[config.mk]
export PLATFORM = sky130hd
export DESIGN_NAME = mlspi_ctrl
export DESIGN_NICKNAME = d
export VERILOG_FILES = /design/src/rtl/mlspi_pkg.sv /design/src/rtl/mlspi_clkdiv.sv /design/src/rtl/mlspi_lane.sv /design/src/rtl/mlspi_route.sv /design/src/rtl/mlspi_ctrl.sv
export SDC_FILE = /design/constraint.sdc
export NUM_CORES = 1
export LEC_CHECK = 0
export BUFFER_PORTS_ARGS = -buffer_cell sky130_fd_sc_hd__buf_2
export CAP_MARGIN = 10
export CORE_UTILIZATION = 61
export DETAILED_ROUTE_END_ITERATION = 6
export PLACE_DENSITY = 0.84
export REMOVE_ABC_BUFFERS = 1
export SYNTH_ARGS = -nofsm -noshare
export SYNTH_HDL_FRONTEND = slang
export SYNTH_SLANG_ARGS = --single-unit
[constraint.sdc]
create_clock -name clk -period 3.5 [get_ports clk]
set_clock_uncertainty 0.05 [all_clocks]
set_input_delay 0.175 -clock clk [delete_from_list [all_inputs] [get_ports clk]]
set_output_delay 0.175 -clock clk [all_outputs]
set_load 0.02 [all_outputs]
[src/rtl/mlspi_pkg.sv]
package mlspi_pkg;

  typedef enum logic [1:0] {
    XFER_SINGLE = 2'd0,
    XFER_MIRROR = 2'd1,
    XFER_STRIPE = 2'd2
  } xfer_mode_e;

  typedef enum logic [2:0] {
    ST_IDLE,
    ST_FILL,
    ST_SHIFT,
    ST_DRAIN,
    ST_CLOSE
  } ctl_state_e;

endpackage

[src/rtl/mlspi_clkdiv.sv]
module mlspi_clkdiv #(
  parameter int HALF_DIV = 2
) (
  input  logic clk,
  input  logic rst_n,
  input  logic run,
  output logic tick
);
  localparam int CW = (HALF_DIV > 1) ? $clog2(HALF_DIV) : 1;
  localparam logic [CW-1:0] LAST = CW'(HALF_DIV - 1);

  logic [CW-1:0] cnt_q;

  always_ff @(posedge clk or negedge rst_n) begin
    if (!rst_n)              cnt_q <= '0;
    else if (!run)           cnt_q <= '0;
    else if (cnt_q == LAST)  cnt_q <= '0;
    else                     cnt_q <= cnt_q + 1'b1;
  end

  assign tick = run && (cnt_q == LAST);
endmodule

[src/rtl/mlspi_lane.sv]
module mlspi_lane #(
  parameter int WORD_W = 8
) (
  input  logic              clk,
  input  logic              rst_n,
  input  logic              load,
  input  logic [WORD_W-1:0] load_word,
  input  logic              shift_en,
  input  logic              sample_en,
  input  logic              drive_en,
  input  logic              sdi_bit,
  output logic              sdo_bit,
  output logic [WORD_W-1:0] rx_word
);
  logic [WORD_W-1:0] txsr_q, rxsr_q;

  always_ff @(posedge clk or negedge rst_n) begin
    if (!rst_n) begin
      txsr_q <= '0;
      rxsr_q <= '0;
    end else begin
      if (load)          txsr_q <= load_word;
      else if (shift_en) txsr_q <= {txsr_q[WORD_W-2:0], 1'b0};
      if (sample_en)     rxsr_q <= {rxsr_q[WORD_W-2:0], sdi_bit};
    end
  end

  assign sdo_bit = drive_en & txsr_q[WORD_W-1];
  assign rx_word = rxsr_q;
endmodule

[src/rtl/mlspi_route.sv]
module mlspi_route #(
  parameter int          LANES    = 2,
  parameter logic [63:0] LANE_MAP = 64'hFEDC_BA98_7654_3210
) (
  input  logic [LANES-1:0] sdo_log,
  output logic [LANES-1:0] sdo_pin,
  input  logic [LANES-1:0] sdi_pin,
  output logic [LANES-1:0] sdi_log
);
  for (genvar l = 0; l < LANES; l++) begin : g_in
    localparam int PIN = int'(LANE_MAP[4*l +: 4]);
    assign sdi_log[l] = sdi_pin[PIN];
  end

  always_comb begin
    sdo_pin = '0;
    for (int p = 0; p < LANES; p++) begin
      for (int l = 0; l < LANES; l++) begin
        if (int'(LANE_MAP[4*l +: 4]) == p) sdo_pin[p] = sdo_log[l];
      end
    end
  end
endmodule

[src/rtl/mlspi_ctrl.sv]
module mlspi_ctrl
  import mlspi_pkg::*;
#(
  parameter int          LANES    = 2,
  parameter int          WORD_W   = 8,
  parameter int          HALF_DIV = 2,
  parameter int          LEN_W    = 8,
  parameter logic [63:0] LANE_MAP = 64'hFEDC_BA98_7654_3210
) (
  input  logic              clk,
  input  logic              rst_n,
  input  logic              start,
  input  logic [1:0]        mode,
  input  logic              rd,
  input  logic [LEN_W-1:0]  nwords,
  output logic              busy,
  output logic              done,
  output logic              err,
  input  logic              tx_valid,
  output logic              tx_ready,
  input  logic [WORD_W-1:0] tx_data,
  output logic              rx_valid,
  input  logic              rx_ready,
  output logic [WORD_W-1:0] rx_data,
  output logic              sclk,
  output logic              cs_n,
  output logic [LANES-1:0]  sdo,
  input  logic [LANES-1:0]  sdi
);
  localparam int                LIDX_W     = $clog2(LANES);
  localparam int                BIT_W      = $clog2(WORD_W);
  localparam logic [LIDX_W-1:0] LAST_LANE  = LIDX_W'(LANES - 1);
  localparam logic [BIT_W-1:0]  LAST_BIT   = BIT_W'(WORD_W - 1);
  localparam logic [LEN_W-1:0]  STRIPE_LEN = LEN_W'(LANES);

  ctl_state_e        state_q;
  xfer_mode_e        mode_q;
  logic              rd_q;
  logic [LEN_W-1:0]  left_q;
  logic [LIDX_W-1:0] widx_q;
  logic [BIT_W-1:0]  bit_q;
  logic              sclk_q, cs_n_q, done_q, err_q;

  logic              stripe_q, grp_last, tick, rise_ev, fall_ev;
  logic              tx_fire, rx_fire, req_bad, shifting;
  logic [LEN_W-1:0]  grp_len;
  logic [LANES-1:0]  sdo_log, sdi_log;
  logic [WORD_W-1:0] rx_word [LANES];

  // request screening
  always_comb begin
    req_bad = (nwords == '0);
    case (mode)
      2'd0:    ;
      2'd1:    if (rd) req_bad = 1'b1;
      2'd2:    if ((32'(nwords) % LANES) != 0) req_bad = 1'b1;
      default: req_bad = 1'b1;
    endcase
  end

  assign stripe_q = (mode_q == XFER_STRIPE);
  assign grp_len  = stripe_q ? STRIPE_LEN : LEN_W'(1);
  assign grp_last = !stripe_q || (widx_q == LAST_LANE);
  assign shifting = (state_q == ST_SHIFT);
  assign rise_ev  = tick && !sclk_q;
  assign fall_ev  = tick && sclk_q;
  assign tx_ready = (state_q == ST_FILL);
  assign rx_valid = (state_q == ST_DRAIN);
  assign tx_fire  = tx_ready && tx_valid;
  assign rx_fire  = rx_valid && rx_ready;

  mlspi_clkdiv #(.HALF_DIV(HALF_DIV)) u_div (
    .clk  (clk),
    .rst_n(rst_n),
    .run  (shifting),
    .tick (tick)
  );

  for (genvar l = 0; l < LANES; l++) begin : g_lane
    logic active, take;
    assign active = (mode_q != XFER_SINGLE) || (l == 0);
    assign take   = tx_fire && ((mode_q == XFER_MIRROR) ||
                    (stripe_q ? (widx_q == LIDX_W'(l)) : (l == 0)));
    mlspi_lane #(.WORD_W(WORD_W)) u_lane (
      .clk      (clk),
      .rst_n    (rst_n),
      .load     (take),
      .load_word(tx_data),
      .shift_en (shifting && fall_ev && (bit_q != LAST_BIT)),
      .sample_en(shifting && rise_ev),
      .drive_en ((state_q != ST_IDLE) && !rd_q && active),
      .sdi_bit  (sdi_log[l]),
      .sdo_bit  (sdo_log[l]),
      .rx_word  (rx_word[l])
    );
  end

  mlspi_route #(.LANES(LANES), .LANE_MAP(LANE_MAP)) u_route (
    .sdo_log(sdo_log),
    .sdo_pin(sdo),
    .sdi_pin(sdi),
    .sdi_log(sdi_log)
  );

  always_ff @(posedge clk or negedge rst_n) begin
    if (!rst_n) begin
      state_q <= ST_IDLE;
      mode_q  <= XFER_SINGLE;
      rd_q    <= 1'b0;
      left_q  <= '0;
      widx_q  <= '0;
      bit_q   <= '0;
      sclk_q  <= 1'b0;
      cs_n_q  <= 1'b1;
      done_q  <= 1'b0;
      err_q   <= 1'b0;
    end else begin
      done_q <= 1'b0;
      err_q  <= 1'b0;
      unique case (state_q)
        ST_IDLE: begin
          if (start) begin
            if (req_bad) begin
              err_q <= 1'b1;
            end else begin
              mode_q  <= xfer_mode_e'(mode);
              rd_q    <= rd;
              left_q  <= nwords;
              widx_q  <= '0;
              bit_q   <= '0;
              cs_n_q  <= 1'b0;
              state_q <= rd ? ST_SHIFT : ST_FILL;
            end
          end
        end
        ST_FILL: begin
          if (tx_fire) begin
            if (grp_last) begin
              widx_q  <= '0;
              bit_q   <= '0;
              state_q <= ST_SHIFT;
            end else begin
              widx_q <= widx_q + 1'b1;
            end
          end
        end
        ST_SHIFT: begin
          if (rise_ev) begin
            sclk_q <= 1'b1;
          end else if (fall_ev) begin
            sclk_q <= 1'b0;
            if (bit_q == LAST_BIT) begin
              left_q <= left_q - grp_len;
              bit_q  <= '0;
              widx_q <= '0;
              if (rd_q)                  state_q <= ST_DRAIN;
              else if (left_q == grp_len) state_q <= ST_CLOSE;
              else                       state_q <= ST_FILL;
            end else begin
              bit_q <= bit_q + 1'b1;
            end
          end
        end
        ST_DRAIN: begin
          if (rx_fire) begin
            if (grp_last) begin
              widx_q  <= '0;
              state_q <= (left_q == '0) ? ST_CLOSE : ST_SHIFT;
            end else begin
              widx_q <= widx_q + 1'b1;
            end
          end
        end
        ST_CLOSE: begin
          cs_n_q  <= 1'b1;
          done_q  <= 1'b1;
          state_q <= ST_IDLE;
        end
        default: state_q <= ST_IDLE;
      endcase
    end
  end

  assign rx_data = rx_word[widx_q];
  assign busy    = (state_q != ST_IDLE);
  assign done    = done_q;
  assign err     = err_q;
  assign sclk    = sclk_q;
  assign cs_n    = cs_n_q;
endmodule

**Word-level counts from Yosys, hierarchy flattened**

Index checks and enable logic that the tools add are counted.

- Add/sub/neg operators: 4
- Multiply operators: 0
- Div/mod/pow operators: 0
- Magnitude comparators: 1
- Equality and inequality tests: 20
- Shift operators: 0
- Mux-type cells: 59
- Bitwise operators: 5
- Reduce and logical (&&, ||, !) cells: 38

Operator list:

| operator | number |
|---|---|
| 8-bit 2-to-1 mux | 12 |
| 3-bit 2-to-1 mux | 19 |
| 1-bit 2-to-1 mux | 20 |
| 8-bit logical NOT | 2 |
| 8-bit case mux with 2 select lines | 1 |
| 1-bit logical AND | 12 |
| 3-bit case mux with 4 select lines | 1 |
| 2-bit nonzero test | 6 |
| 2-bit by 1-bit != test with 1-bit output, second input constant | 5 |
| 3-bit case mux with 3 select lines | 1 |
| 9-bit AND reduction | 1 |
| 8-bit by 2-bit == test with 1-bit output | 1 |
| 2-bit != test, second input constant | 4 |
| 8-bit AND reduction | 1 |
| 8-bit by 2-bit subtractor with 8-bit output | 1 |
| 7-bit AND reduction | 1 |
| 3-bit by 2-bit == test with 1-bit output, second input constant | 2 |
| 3-bit == test, second input constant | 2 |
| 3-bit AND reduction | 2 |
| 6-bit AND reduction | 1 |
| 3-bit nonzero test | 2 |
| 2-bit by 1-bit == test with 1-bit output, second input constant | 2 |
| 2-bit == test, second input constant | 2 |
| 2-bit 2-to-1 mux | 2 |
| other kinds (17) | 24 |

- Bits in registers: 55
- Bits in latches: 0
- RAM bits: 0
- Bits in read-only memories: 0
- Input port bits: 26
- Output and inout port bits: 17
- Logic and storage cells: 142
- Memories: 0

**Depth between registers and ports, before layout**

Gate-level depths: netlist (run 1).

- Depth after elaboration: 9
- Gate-level depth with buffers: 8
- Gate-level depth less buffers: 8

**Modules after synthesis**

From an unflattened synthesis (run 1), not the netlist that was laid out.

- Cell total of the unflattened synthesis: 285
- Area total of the unflattened synthesis: 3090.5 µm²

Modules (own cells, without submodules):

| module | instances | cells an instance | area an instance (µm²) | sequential area each (µm²) |
|---|---|---|---|---|
| mlspi_ctrl | 1 | 174 | 1605.3 | 551.8 |
| mlspi_lane | 2 | 52 | 706.9 | 400.4 |
| mlspi_clkdiv | 1 | 3 | 41.3 | 25.0 |
| mlspi_route | 1 | 4 | 30.0 | 0.0 |

**Worst setup path after synthesis (run 1)**

No wires, ideal clock.

- Path type: register to register
- Start: reg bit_q[0]
- End: reg left_q[1]
- Setup time: 128 ps
- Data arrival time: 1702 ps
- Required time: 3322 ps
- Setup slack: 1621 ps
- Stages on the path, launching flop included: 8
- Buffers on the path: 0
- Clock period less this slack: 1879 ps
- Path through: dfrtp_1 -> ha_1 -> ha_1 -> inv_1 -> o2bb2ai_1 -> nand2_1 -> nor2_1 -> mux2_1

- Longest elaborated chain between the ends: 3

RTL lines:

| what | line | source |
|---|---|---|
| from (decl) | mlspi_ctrl.sv:41 | `logic [BIT_W-1:0] bit_q;` |
| from (signal assigned) | mlspi_ctrl.sv:160 | `bit_q <= bit_q + 1'b1;` |
| 3-bit == test | mlspi_ctrl.sv:152 | `if (bit_q == LAST_BIT) begin` |
| 2-bit by 1-bit != test with 1-bit output (no source line) | n/a |  |
| 6-bit AND reduction (no source line) | n/a |  |
| to (signal assigned) | mlspi_ctrl.sv:128 | `left_q <= nwords;` |
| to (signal assigned) | mlspi_ctrl.sv:153 | `left_q <= left_q - grp_len;` |
| to (decl) | mlspi_ctrl.sv:39 | `logic [LEN_W-1:0] left_q;` |

No other way between the ends.
A chain may end at the register's enable or synchronous reset.

**Worst setup path in the final report (run 1)**

- Start: reg state_q[1]
- End: reg g_lane[0].u_lane.rxsr_q[0]

- Longest elaborated chain between the ends: 4

RTL lines:

| what | line | source |
|---|---|---|
| from (decl) | mlspi_ctrl.sv:36 | `ctl_state_e state_q;` |
| from (signal assigned) | mlspi_ctrl.sv:132 | `state_q <= rd ? ST_SHIFT : ST_FILL;` |
| from (signal assigned) | mlspi_ctrl.sv:168 | `state_q <= (left_q == '0) ? ST_CLOSE : ST_SHIFT;` |
| 3-bit by 2-bit == test with 1-bit output (*) | mlspi_ctrl.sv:64 | `assign shifting = (state_q == ST_SHIFT);` |
| 1-bit logical AND | mlspi_clkdiv.sv:21 | `assign tick = run && (cnt_q == LAST);` |
| 1-bit logical AND | mlspi_ctrl.sv:65 | `assign rise_ev = tick && !sclk_q;` |
| 1-bit logical AND (*) | mlspi_ctrl.sv:90 | `.sample_en(shifting && rise_ev),` |
| to (signal assigned) | mlspi_lane.sv:24 | `if (sample_en) rxsr_q <= {rxsr_q[WORD_W-2:0], sdi_bit};` |
| to (decl) | mlspi_lane.sv:15 | `logic [WORD_W-1:0] txsr_q, rxsr_q;` |

Mark *: on every way between the ends. The rest lies on a longest branch, timed or not.

==> results.md, run 1 <==
* Status: completed
* Fmax at 404.5 MHz
* CTS root buf: clkbuf_8
* Slew margin rel. at 0.5351
* Critical path arrival at 2.61 ns
* # rows at 25
* Initial core utilization at 0.6307
* Ys async rst share at 1.000
* Peak supply drop at 594.9 uV
* Synth Area in Simple Gates at 0.1424
* Finished Cell Area at 3376 um^2
* Top post-synthesis cells by count: dfrtp_1, a21oi_1, nor2_1, mux2i_1, nand2_1
* Number of enable flip-flop cells after synthesis at 0
* Flop pwr share at 0.406
* Final Cycle Share at 0.7063
* Nets at 355
* Primary FF master, synth: dfrtp_1
* Max Used Layer: met4
* Most common cell in the netlist: dfrtp_1
* Clock Power Share at 0.173
* Num Clock Sinks at 55
* Hold Buf Count CTS at 1
* I/O pins at 43
* First-pass GRT wire length at 9.929 mm
* Vias at 2298
* Cts repair resizes at 0
* Top fanout value on the critical path at 17
* Synth Area in Adders at 0.03612
* TritonCTS clock tree: done
* LEAKAGE at 1.647 nW
* Dpl cell area at 3233 um^2
* Antenna Nets Post-Route at 0
* Via-to-Cell Ratio at 5.907
* Final Hold Viols at 0
* Cells after Synth at 279
* Clock latency on the worst-skew pair at 0.30 ns
* Initial antenna violation count at 0
* Clock Path Buffers at 2
* Vias in the first global route at 2155
* Slowest cell on crit path: dfrtp_1
* Internal at 0.001698 W
* Min Tclk post-route at 2.472 ns
* Hold WS at 0.03687 ns
* DR WL met2 at 2.974 mm
* Clock transition at path regs at 0.10 ns
* Worst setup path class: flip-flop to flip-flop
* Final Max Slew Viols at 0
* Grt ovf at 0
* DRC viols at 0
* Hold Crit Class: input pin to flip-flop
* Synth unique cells at 48
* Top cell type's share of synthesized area at 0.4536
* Routed WL per cell at 15.57 um
* DIE HEIGHT at 71.89 um
* Unrepaired setup endpoints after global routing: no
* Post-synthesis xor/xnor area fraction at 0.005880
* Sw Pwr at 0.001102 W
* RD Place Congestion at 0.9917
* Ranking of synthesized cells by area: dfrtp_1, mux2i_1, mux2_2
* Endpoints failing setup at 0
* Drt first pass iters at 4
* CP max stage delay at 0.76 ns
* Layout cells sized above 1 at 0.2453
* Worst Setup End Kind: flip-flop
* Worst EP required at 3.64 ns
* Post-synthesis sequential area ratio at 0.4624
* Die area at 5167 um^2
* Port buffer count at 42
* Max cap viols at 0
* DPL Wire Length at 4.435 mm
* Post-synthesis mux area share at 0.1802
* Post-Route WL at 6.058 mm
* Syn Std Cell Area at 2979 um^2
* Synth area leader: dfrtp_1
* Avg Cell Area, Syn at 10.68 um^2
* P&R area growth vs syn at 13.31%
* Cell chain of the critical path: inv_2 > nor3_4 > buf_4 > nand2_1 > nor2_4 > mux2_2
* GRT Total Usage at 0.2501
* Yosys Warn Count at 0
* Crit-path leading delay family: flip-flops
* Worst Setup Start Kind: flip-flop
* Inserted Clock Buffers at 5
* Seq cells post-synth at 55
* Buffers & Inverters on Critical Path at 2
* Iteration-0 DRC Markers at 163
* Final std cells w/o fill at 389
* Logic gate share of total power at 0.420
* H-tree Lvls at 2
* Met1 wire length at 2.691 mm
* Met3 routed WL at 297 um
* Sum of negative setup slack at 0 ns
* Core area at 4723 um^2
* ANT cells at 0
* Area fraction in compound gates after synthesis at 0.1357
* Die Wd at 71.89 um
* Main combinational cell family by area after synthesis: multiplexers
* Largest net degree at the start of global routing at 35
* Cell Pwr Density at 829.3 nW/um^2
* Post-layout util at 0.7147
* Switching share of total power at 0.3936
* Cells after DPL at 380
* Worst slew pin tran at 0.6927 ns
* Post-CTS setup buffers at 0
==> cells in the final DEF, fill, tap and decap left out, types with 4 or more instances in the layout <==
cell	n
inv_1	14
nor3_1	7
nand3_1	6
o21ai_1	4
clkbuf_8	5
buf_2	42
nand3b_1	4
nor2_1	25
a21oi_1	28
mux2_1	13
mux2_2	16
mux2i_1	21
dfrtp_1	54
nand2_1	17
ha_1	7
o21ai_0	8
a2bb2oi_1	4
==> per-layer routing <==
| metal | global-route usage | vias up |
|---|---|---|
| met5 | 0 | - |
| met4 | 0.08497 | 0 |
| met3 | 0.04501 | 7 |
| met2 | 0.4109 | 83 |
| met1 | 0.3377 | 1119 |
| li1 | - | 1089 |
==> worst reg2reg max path, stage by stage (launching register included) <==
cell     delay, ns
dfrtp_1       0.76
inv_2         0.17
nor3_4        0.20
buf_4         0.24
nand2_1       0.15
nor2_4        0.39
mux2_2        0.40
==> worst paths after layout <==
check / to / cells after the start / startpoint / slack (ns)
worst max-delay path: g_lane[0].u_lane.rx_word[0]$_DFFE_PN0P_ / 6 / state_q[1]$_DFFE_PN0P_ / 1.03
worst min-delay path: g_lane[1].u_lane.rx_word[0]$_DFFE_PN0P_ / 2 / sdi[1] / 0.04
worst max register to register: g_lane[0].u_lane.rx_word[0]$_DFFE_PN0P_ / 6 / state_q[1]$_DFFE_PN0P_ / 1.03
worst min register to register: g_lane[0].u_lane.rx_word[7]$_DFFE_PN0P_ / 1 / g_lane[0].u_lane.rx_word[7]$_DFFE_PN0P_ / 0.44
max in group asynchronous: g_lane[0].u_lane.txsr_q[4]$_DFFE_PN0P_ / 3 / rst_n / 2.25
min in group asynchronous: left_q[2]$_DFFE_PN0P_ / 2 / rst_n / 0.32
==> cell families (layout without fill, tap and decap cells) <==
logic type      after synthesis  after routing
compound gates               60             60
mux                          50             50
simple gates                 79             79
fa+ha+maj                     8              8
xor+xnor                      2              2
flops                        55             55
buf+inv                      25             68
==> flip-flops by register name, summed over array words and instances, names as in the netlist <==
name / count
bit_q: 3
cs_n: 1
done: 1
err: 1
g_lane.u_lane.rx_word: 16
g_lane.u_lane.txsr_q: 16
left_q: 8
mode_q: 2
rd_q: 1
sclk: 1
state_q: 3
u_div.cnt_q: 1
widx_q: 1
==> through the flow <==
stage	total power (W)	worst slack (ns)
6_report	0.002800	1.028
5_1_grt	0.002980	0.9058
4_1_cts	0.002801	1.067
3_5_place_dp	0.002316	1.100
3_3_place_gp	0.002259	1.192
2_1_floorplan	0.001975	1.216
==> cell type report <==
class	count	area [um^2]
Inverter	15	56.30
Clock buffer	6	72.57
Tap cell	67	83.83
Multi-Input combinational cell	199	1490
Clock inverter	2	60.06
Fill cell	342	1348
Sequential cell	55	1378
Timing Repair Buffer	45	235.2
==> power groups by stage <==
stage | combinational, W | sequential (W) | clock (W)
6_report | 0.00118 | 0.00114 | 0.000485
2_1_floorplan | 0.000896 | 0.00108 | 0
5_1_grt | 0.00130 | 0.00116 | 0.000515
3_3_place_gp | 0.00113 | 0.00113 | 0
3_5_place_dp | 0.00117 | 0.00115 | 0
4_1_cts | 0.00118 | 0.00113 | 0.000493
Power figures use the tool's default switching activity.
==> run 2: changes to the inputs <==
CORE_UTILIZATION = 51   (was 61)
PLACE_DENSITY = 0.75   (was 0.84)
clock period = 2.05 ns   (was 3.5 ns; I/O delays follow)
==> run 2 against run 1 <==
Effect of this change: core utilization decreased by 7.9 points; maximum frequency increased by 28%; count of clock-buffer cells in the layout increased by 1; largest cell class unchanged.
==> results.md, run 2 (synthesis results as in run 1) <==
* Core area at 5574 um^2 (+18%)
* Inserted Clock Buffers at 5 (unchanged)
* # rows at 27 (+8.0%)
* Worst Setup Start Kind: flip-flop
* Finished Cell Area at 3545 um^2 (+5.0%)
* Endpoints failing setup at 0 (unchanged)
* Clock transition at path regs at 0.10 ns (about the same)
* Cell chain of the critical path: inv_1 > nand2_1 > ha_1 > fa_2 > o21ai_0 > mux2_1
* Hold Crit Class: input pin to flip-flop
* Crit-path leading delay family: adder cells
* DP Worst Slack at 0.1121 ns (-0.9875 ns)
* Antenna Nets Post-Route at 0 (unchanged)
* Worst setup path class: flip-flop to flip-flop
* P&R area growth vs syn at 18.98%
* Final Max Slew Viols at 0 (unchanged)
* I/O pins at 43 (unchanged)
* Buffers & Inverters on Critical Path at 1 (-1)
* Critical path arrival at 2.08 ns (-0.53 ns)
* Initial antenna violation count at 0 (unchanged)
* CP max stage delay at 0.52 ns (-0.24 ns)
* Vias in the first global route at 2148 (-0.32%)
* Clock latency on the worst-skew pair at 0.31 ns (about the same)
* Most frequent cells in the layout: dfrtp_1, buf_2, a21oi_1
* Worst slew pin tran at 0.6976 ns (+0.004943 ns)
* Overall power at 0.004780 W (+71%)
* Via-to-Cell Ratio at 5.513 (-6.7%)
* DPL Wire Length at 4.613 mm (+4.0%)
* Largest net degree at the start of global routing at 33 (-5.7%)
* DRC viols at 0 (unchanged)
* Worst EP required at 2.20 ns (-1.44 ns)
* Cell Pwr Density at 1348 nW/um^2 (+63%)
* Num Clock Sinks at 55 (unchanged)
* Nets at 374 (+5.4%)
* Post-Route WL at 6.132 mm (+1.2%)
* Unrepaired setup endpoints after global routing: no
* Worst setup margin at 0.1206 ns (-0.9075 ns)
* Slew margin rel. at 0.5318 (-0.003318)
* Fmax at 518.3 MHz (+28%)
* Dpl cell area at 3362 um^2 (+4.0%)
* Initial core utilization at 0.5345 (-0.09627)
* LEAKAGE at 1.733 nW (+5.2%)
* Commonest non-fill, non-tap cell in the layout: dfrtp_1
* Grt ovf at 0 (unchanged)
* DIE HEIGHT at 78.43 um (+9.1%)
* Layout cells sized above 1 at 0.2786 (+0.03325)
* Port buffer count at 42 (unchanged)
* Worst Setup End Kind: flip-flop
* RD Place Congestion at 0.9405 (-5.2%)
* Final Cycle Share at 0.9412 (+0.2349)
* Die Wd at 78.43 um (+9.1%)
* CTS root buf: clkbuf_8
* GRT Total Usage at 0.2147 (-0.03534)
* First-pass GRT wire length at 10.12 mm (+1.9%)
* TritonCTS clock tree: done
* Iteration-0 DRC Markers at 121 (-26%)
* H-tree Lvls at 2 (unchanged)
* Routed WL per cell at 14.85 um (-4.7%)
* Vias at 2277 (-0.91%)
* Clock Path Buffers at 2 (unchanged)
* ANT cells at 0 (unchanged)
* Die area at 6151 um^2 (+19%)
* Max cap viols at 0 (unchanged)
* Top fanout value on the critical path at 4 (-13)
* Slowest cell on crit path: fa_2
* Post-layout util at 0.6359 (-0.07879)
* Final Hold Viols at 0 (unchanged)
* Min Tclk post-route at 1.929 ns (-0.5425 ns)
* Drt first pass iters at 7 (+3)
* Status: completed
* Peak supply drop at 660.6 uV (+11%)
## run 2: cell types whose count changed in the layout (fill, tap and decap cells not counted), sizes merged
cell / change
buf: +14
dlygate4sd3: +5
bufinv: -2
clkbuf: +1
clkinv: +1
## run 2: area by class of cell
cell class / count / area [um^2]
Clock buffer: 7 / 86.33
Clock inverter: 1 / 8.758
Fill cell: 455 / 2029
Sequential cell: 55 / 1378
Multi-Input combinational cell: 199 / 1498
Timing Repair Buffer: 64 / 427.9
Inverter: 15 / 56.30
Tap cell: 72 / 90.09
## run 2: per-stage QoR
step,instances,setup TNS (ns),hold WS (ns)
2_1_floorplan,269,-3.556,-0.2431
3_3_place_gp,398,0,0.07613
3_5_place_dp,398,0,0.08018
4_1_cts,412,0,0.002325
5_1_grt,413,0,0.003685
6_report,413,0,0.01274
## run 2: worst reg2reg max path: cells and delay by family, from the launching register on
| family | cells | cell delay [ns] |
|---|---|---|
| muxes | 1 | 0.30 |
| buffers and inverters | 1 | 0.12 |
| and+or+nand+nor | 1 | 0.11 |
| DFF | 1 | 0.41 |
| AOI/OAI and AO/OA | 1 | 0.09 |
| adders and majority gates | 2 | 0.74 |
## run 2: per-layer routing
layer  global-route usage  part of all wire
met4              0.07222             0.016
met2               0.3395              0.46
met1               0.2947              0.49
met5                    0                 0
met3              0.04419             0.040
## run 2: worst paths after layout
| check | from | endpoint | slack (ns) | cells after the start |
|---|---|---|---|---|
| max | mode_q[0]$_DFFE_PN0P_ | left_q[1]$_DFFE_PN0P_ | 0.12 | 6 |
| min | tx_data[2] | g_lane[0].u_lane.txsr_q[2]$_DFFE_PN0P_ | 0.01 | 3 |
| max reg2reg | mode_q[0]$_DFFE_PN0P_ | left_q[1]$_DFFE_PN0P_ | 0.12 | 6 |
| min reg2reg | g_lane[0].u_lane.rx_word[7]$_DFFE_PN0P_ | g_lane[0].u_lane.rx_word[7]$_DFFE_PN0P_ | 0.44 | 1 |
| max in group asynchronous | rst_n | g_lane[0].u_lane.rx_word[2]$_DFFE_PN0P_ | 1.11 | 3 |
| min in group asynchronous | rst_n | rd_q$_DFFE_PN0P_ | 0.26 | 2 |
## run 2: repair_timing
item,in CTS,in global routing
gates resized for setup,0,2
buffers inserted,0,1
hold buffers,6,0
endpoints found under the hold margin,27,0
setup endpoints to repair,0,4
## run 2: power by group
part	internal (W)	total (W)	switching (W)
clock	0.000278	0.000628	0.000350
combinational	0.00107	0.00232	0.00125
sequential	0.00150	0.00183	0.000322
total	0.00286	0.00478	0.00192
==> run 3: changes to the inputs <==
CORE_UTILIZATION = 57   (was 51)
PLACE_DENSITY = 0.8   (was 0.75)
clock period = 1.9 ns   (was 2.05 ns; I/O delays follow)
==> run 3 against run 2 <==
Effect of this change: sequential power is 8% higher; register-to-register slack lost 0.05 ns; design area up 2.7%; non-clock buffer count grew 11; maximum frequency increased by 5.7%; first-iteration DRC count is 38% higher; power rose by 13%; combinational power is 18% higher; final cell count increased by 1.5%; largest cell class unchanged.
==> results.md, run 3 (synthesis results as in run 1) <==
* Final Hold Viols at 0 (unchanged)
* P&R area growth vs syn at 22.18%
* Initial core utilization at 0.6105 (+0.07606)
* Cells after DPL at 404 (+1.5%)
* DRC viols at 0 (unchanged)
* Flop pwr share at 0.366 (-0.016)
* Internal at 0.003204 W (+12%)
* H-tree Lvls at 2 (unchanged)
* Final std cells w/o fill at 419 (+1.5%)
* Worst setup margin at 0.07481 ns (-0.04579 ns)
* Logic gate share of total power at 0.506 (+0.020)
* Port buffer count at 42 (unchanged)
* Worst Setup Start Kind: flip-flop
* Switching share of total power at 0.4083 (+0.005821)
* Vias in the first global route at 2442 (+14%)
* LEAKAGE at 1.784 nW (+2.9%)
* Setup crit start: mode_q[0]$_DFFE_PN0P_
* Slew margin rel. at 0.5988 (+0.06701)
* Buffers & Inverters on Critical Path at 1 (unchanged)
* Area of the multi-input gates at 1513 um^2 (+1.0%)
* Endpoints failing setup at 0 (unchanged)
* Final Cycle Share at 0.9606 (+0.01945)
* Fmax at 547.9 MHz (+5.7%)
* CTS root buf: clkbuf_8
* Sw Pwr at 0.002210 W (+15%)
* Most frequent cells in the layout: dfrtp_1, buf_2, a21oi_1
* Max cap viols at 0 (unchanged)
* Drt first pass iters at 5 (-2)
* Hold WS at 0.01382 ns (+0.001083 ns)
* Final Max Slew Viols at 0 (unchanged)
* Fillers at 357 (-22%)
* Slowest cell on crit path: fa_2
* Critical path arrival at 1.99 ns (-0.09 ns)
* Hold Crit Class: input pin to flip-flop
* Nets at 385 (+2.9%)
* Via-to-Cell Ratio at 5.797 (+5.1%)
* Dpl cell area at 3451 um^2 (+2.6%)
* Initial antenna violation count at 0 (unchanged)
* DPL Wire Length at 4.834 mm (+4.8%)
* I/O pins at 43 (unchanged)
* Vias at 2429 (+6.7%)
* Largest net degree at the start of global routing at 31 (-6.1%)
* Routed WL per cell at 15.62 um (+5.2%)
* Finished Cell Area at 3640 um^2 (+2.7%)
* ANT cells at 0 (unchanged)
* Crit-path leading delay family: adder cells
* Core area at 4880 um^2 (-12%)
* Hold Path Origin: tx_data[0]
* Peak supply drop at 1029 uV (+56%)
* Cell Pwr Density at 1488 nW/um^2 (+10%)
* Num Clock Sinks at 55 (unchanged)
* Unrepaired setup endpoints after global routing: yes
* Antenna Nets Post-Route at 0 (unchanged)
* Die area at 5520 um^2 (-10%)
* DIE HEIGHT at 74.30 um (-5.3%)
* Worst setup path class: flip-flop to flip-flop
* TritonCTS clock tree: done
* Worst EP required at 2.06 ns (-0.14 ns)
* Commonest non-fill, non-tap cell in the layout: dfrtp_1
* Layout cells sized above 1 at 0.3210 (+0.04243)
* Register area at 1380 um^2 (+0.18%)
* Worst Setup End Kind: flip-flop
* R2R Path Start: mode_q[0]$_DFFE_PN0P_
* Die Wd at 74.30 um (-5.3%)
* Top fanout value on the critical path at 3 (-1)
* RD Place Congestion at 0.9206 (-2.1%)
* GRT Total Usage at 0.2587 (+0.04392)
* Clock transition at path regs at 0.11 ns (about the same)
* Clock Path Buffers at 2 (unchanged)
* Clock latency on the worst-skew pair at 0.31 ns (about the same)
* DP Worst Slack at -0.02756 ns (-0.1397 ns)
* Worst slew pin tran at 0.6018 ns (-0.09578 ns)
* # rows at 25 (-7.4%)
* Grt ovf at 0 (unchanged)
* CP max stage delay at 0.52 ns (about the same)
* Clock Power Share at 0.128 (-0.003)
* Post-Route WL at 6.545 mm (+6.7%)
* First-pass GRT wire length at 10.78 mm (+6.5%)
* Cell chain of the critical path: inv_1 > nand2_2 > ha_2 > fa_2 > o21ai_0 > mux2_1
* Status: completed
* Inserted Clock Buffers at 5 (unchanged)
* Iteration-0 DRC Markers at 167 (+38%)
* Min Tclk post-route at 1.825 ns (-0.1042 ns)
run 3: path summary, 6_finish.rpt:
| check | slack (ns) | end | cells past startpoint |
|---|---|---|---|
| setup / recovery | 0.07 | left_q[1]$_DFFE_PN0P_ | 6 |
| hold / removal | 0.01 | g_lane[0].u_lane.txsr_q[0]$_DFFE_PN0P_ | 3 |
| setup reg to reg | 0.07 | left_q[1]$_DFFE_PN0P_ | 6 |
| hold reg to reg | 0.47 | cs_n$_DFFE_PN1P_ | 1 |
| max in group asynchronous | 0.91 | cs_n$_DFFE_PN1P_ | 3 |
| min in group asynchronous | 0.26 | left_q[3]$_DFFE_PN0P_ | 2 |
run 3: layout make-up:
cell class	instances	area share
multi-input cells	199	0.4156
flip-flops and latches	55	0.3792
repair buffers	75	0.1403
well taps	67	0.02303
clock buffers	5	0.01891
inverters	15	0.01547
clock inverters	3	0.007563
run 3: worst register-to-register path, delay by kind of cell (launching register included):
family                     cells  cell delay [ns]
adders and majority gates      2             0.72
buffers and inverters          1             0.11
and+or+nand+nor                1             0.09
AOI/OAI and AO/OA              1             0.08
muxes                          1             0.29
DFF                            1             0.39
run 3: metal layers:
metal  global-route usage  up-vias  wire length [um]
met2               0.4636       95              3380
met5                    0        -                 0
li1                     -     1144                 -
met4              0.07338        0                41
met3              0.04201        4               352
met1               0.3238     1186              2771
run 3: what timing repair did:
action | in CTS | in global routing
buffers inserted | 0 | 1
endpoints found under the hold margin | 29 | 1
hold buffers | 5 | 1
pin swaps | 0 | 1
gates resized for setup | 1 | 7
setup endpoints to repair | 3 | 24
run 3: power by group through the flow:
| stage | logic (W) | registers [W] | clock network, W |
|---|---|---|---|
| after floorplan | 0.00165 | 0.00199 | 0 |
| final | 0.00274 | 0.00198 | 0.000692 |
| after detailed placement | 0.00263 | 0.00199 | 0 |
| after CTS | 0.00266 | 0.00198 | 0.000704 |
| after global placement | 0.00254 | 0.00196 | 0 |
| after global routing | 0.00302 | 0.00204 | 0.000745 |
run 3: metrics by stage:
stage | setup TNS, ns | util | total power [W]
final | 0 | 0.7459 | 0.005414
after global routing | -0.1365 | 0.7459 | 0.005803
after CTS | 0 | 0.7374 | 0.005338
after detailed placement | -0.05377 | 0.7072 | 0.004625
after global placement | 0 | 0.7072 | 0.004499
after floorplan | -8.196 | - | 0.003639
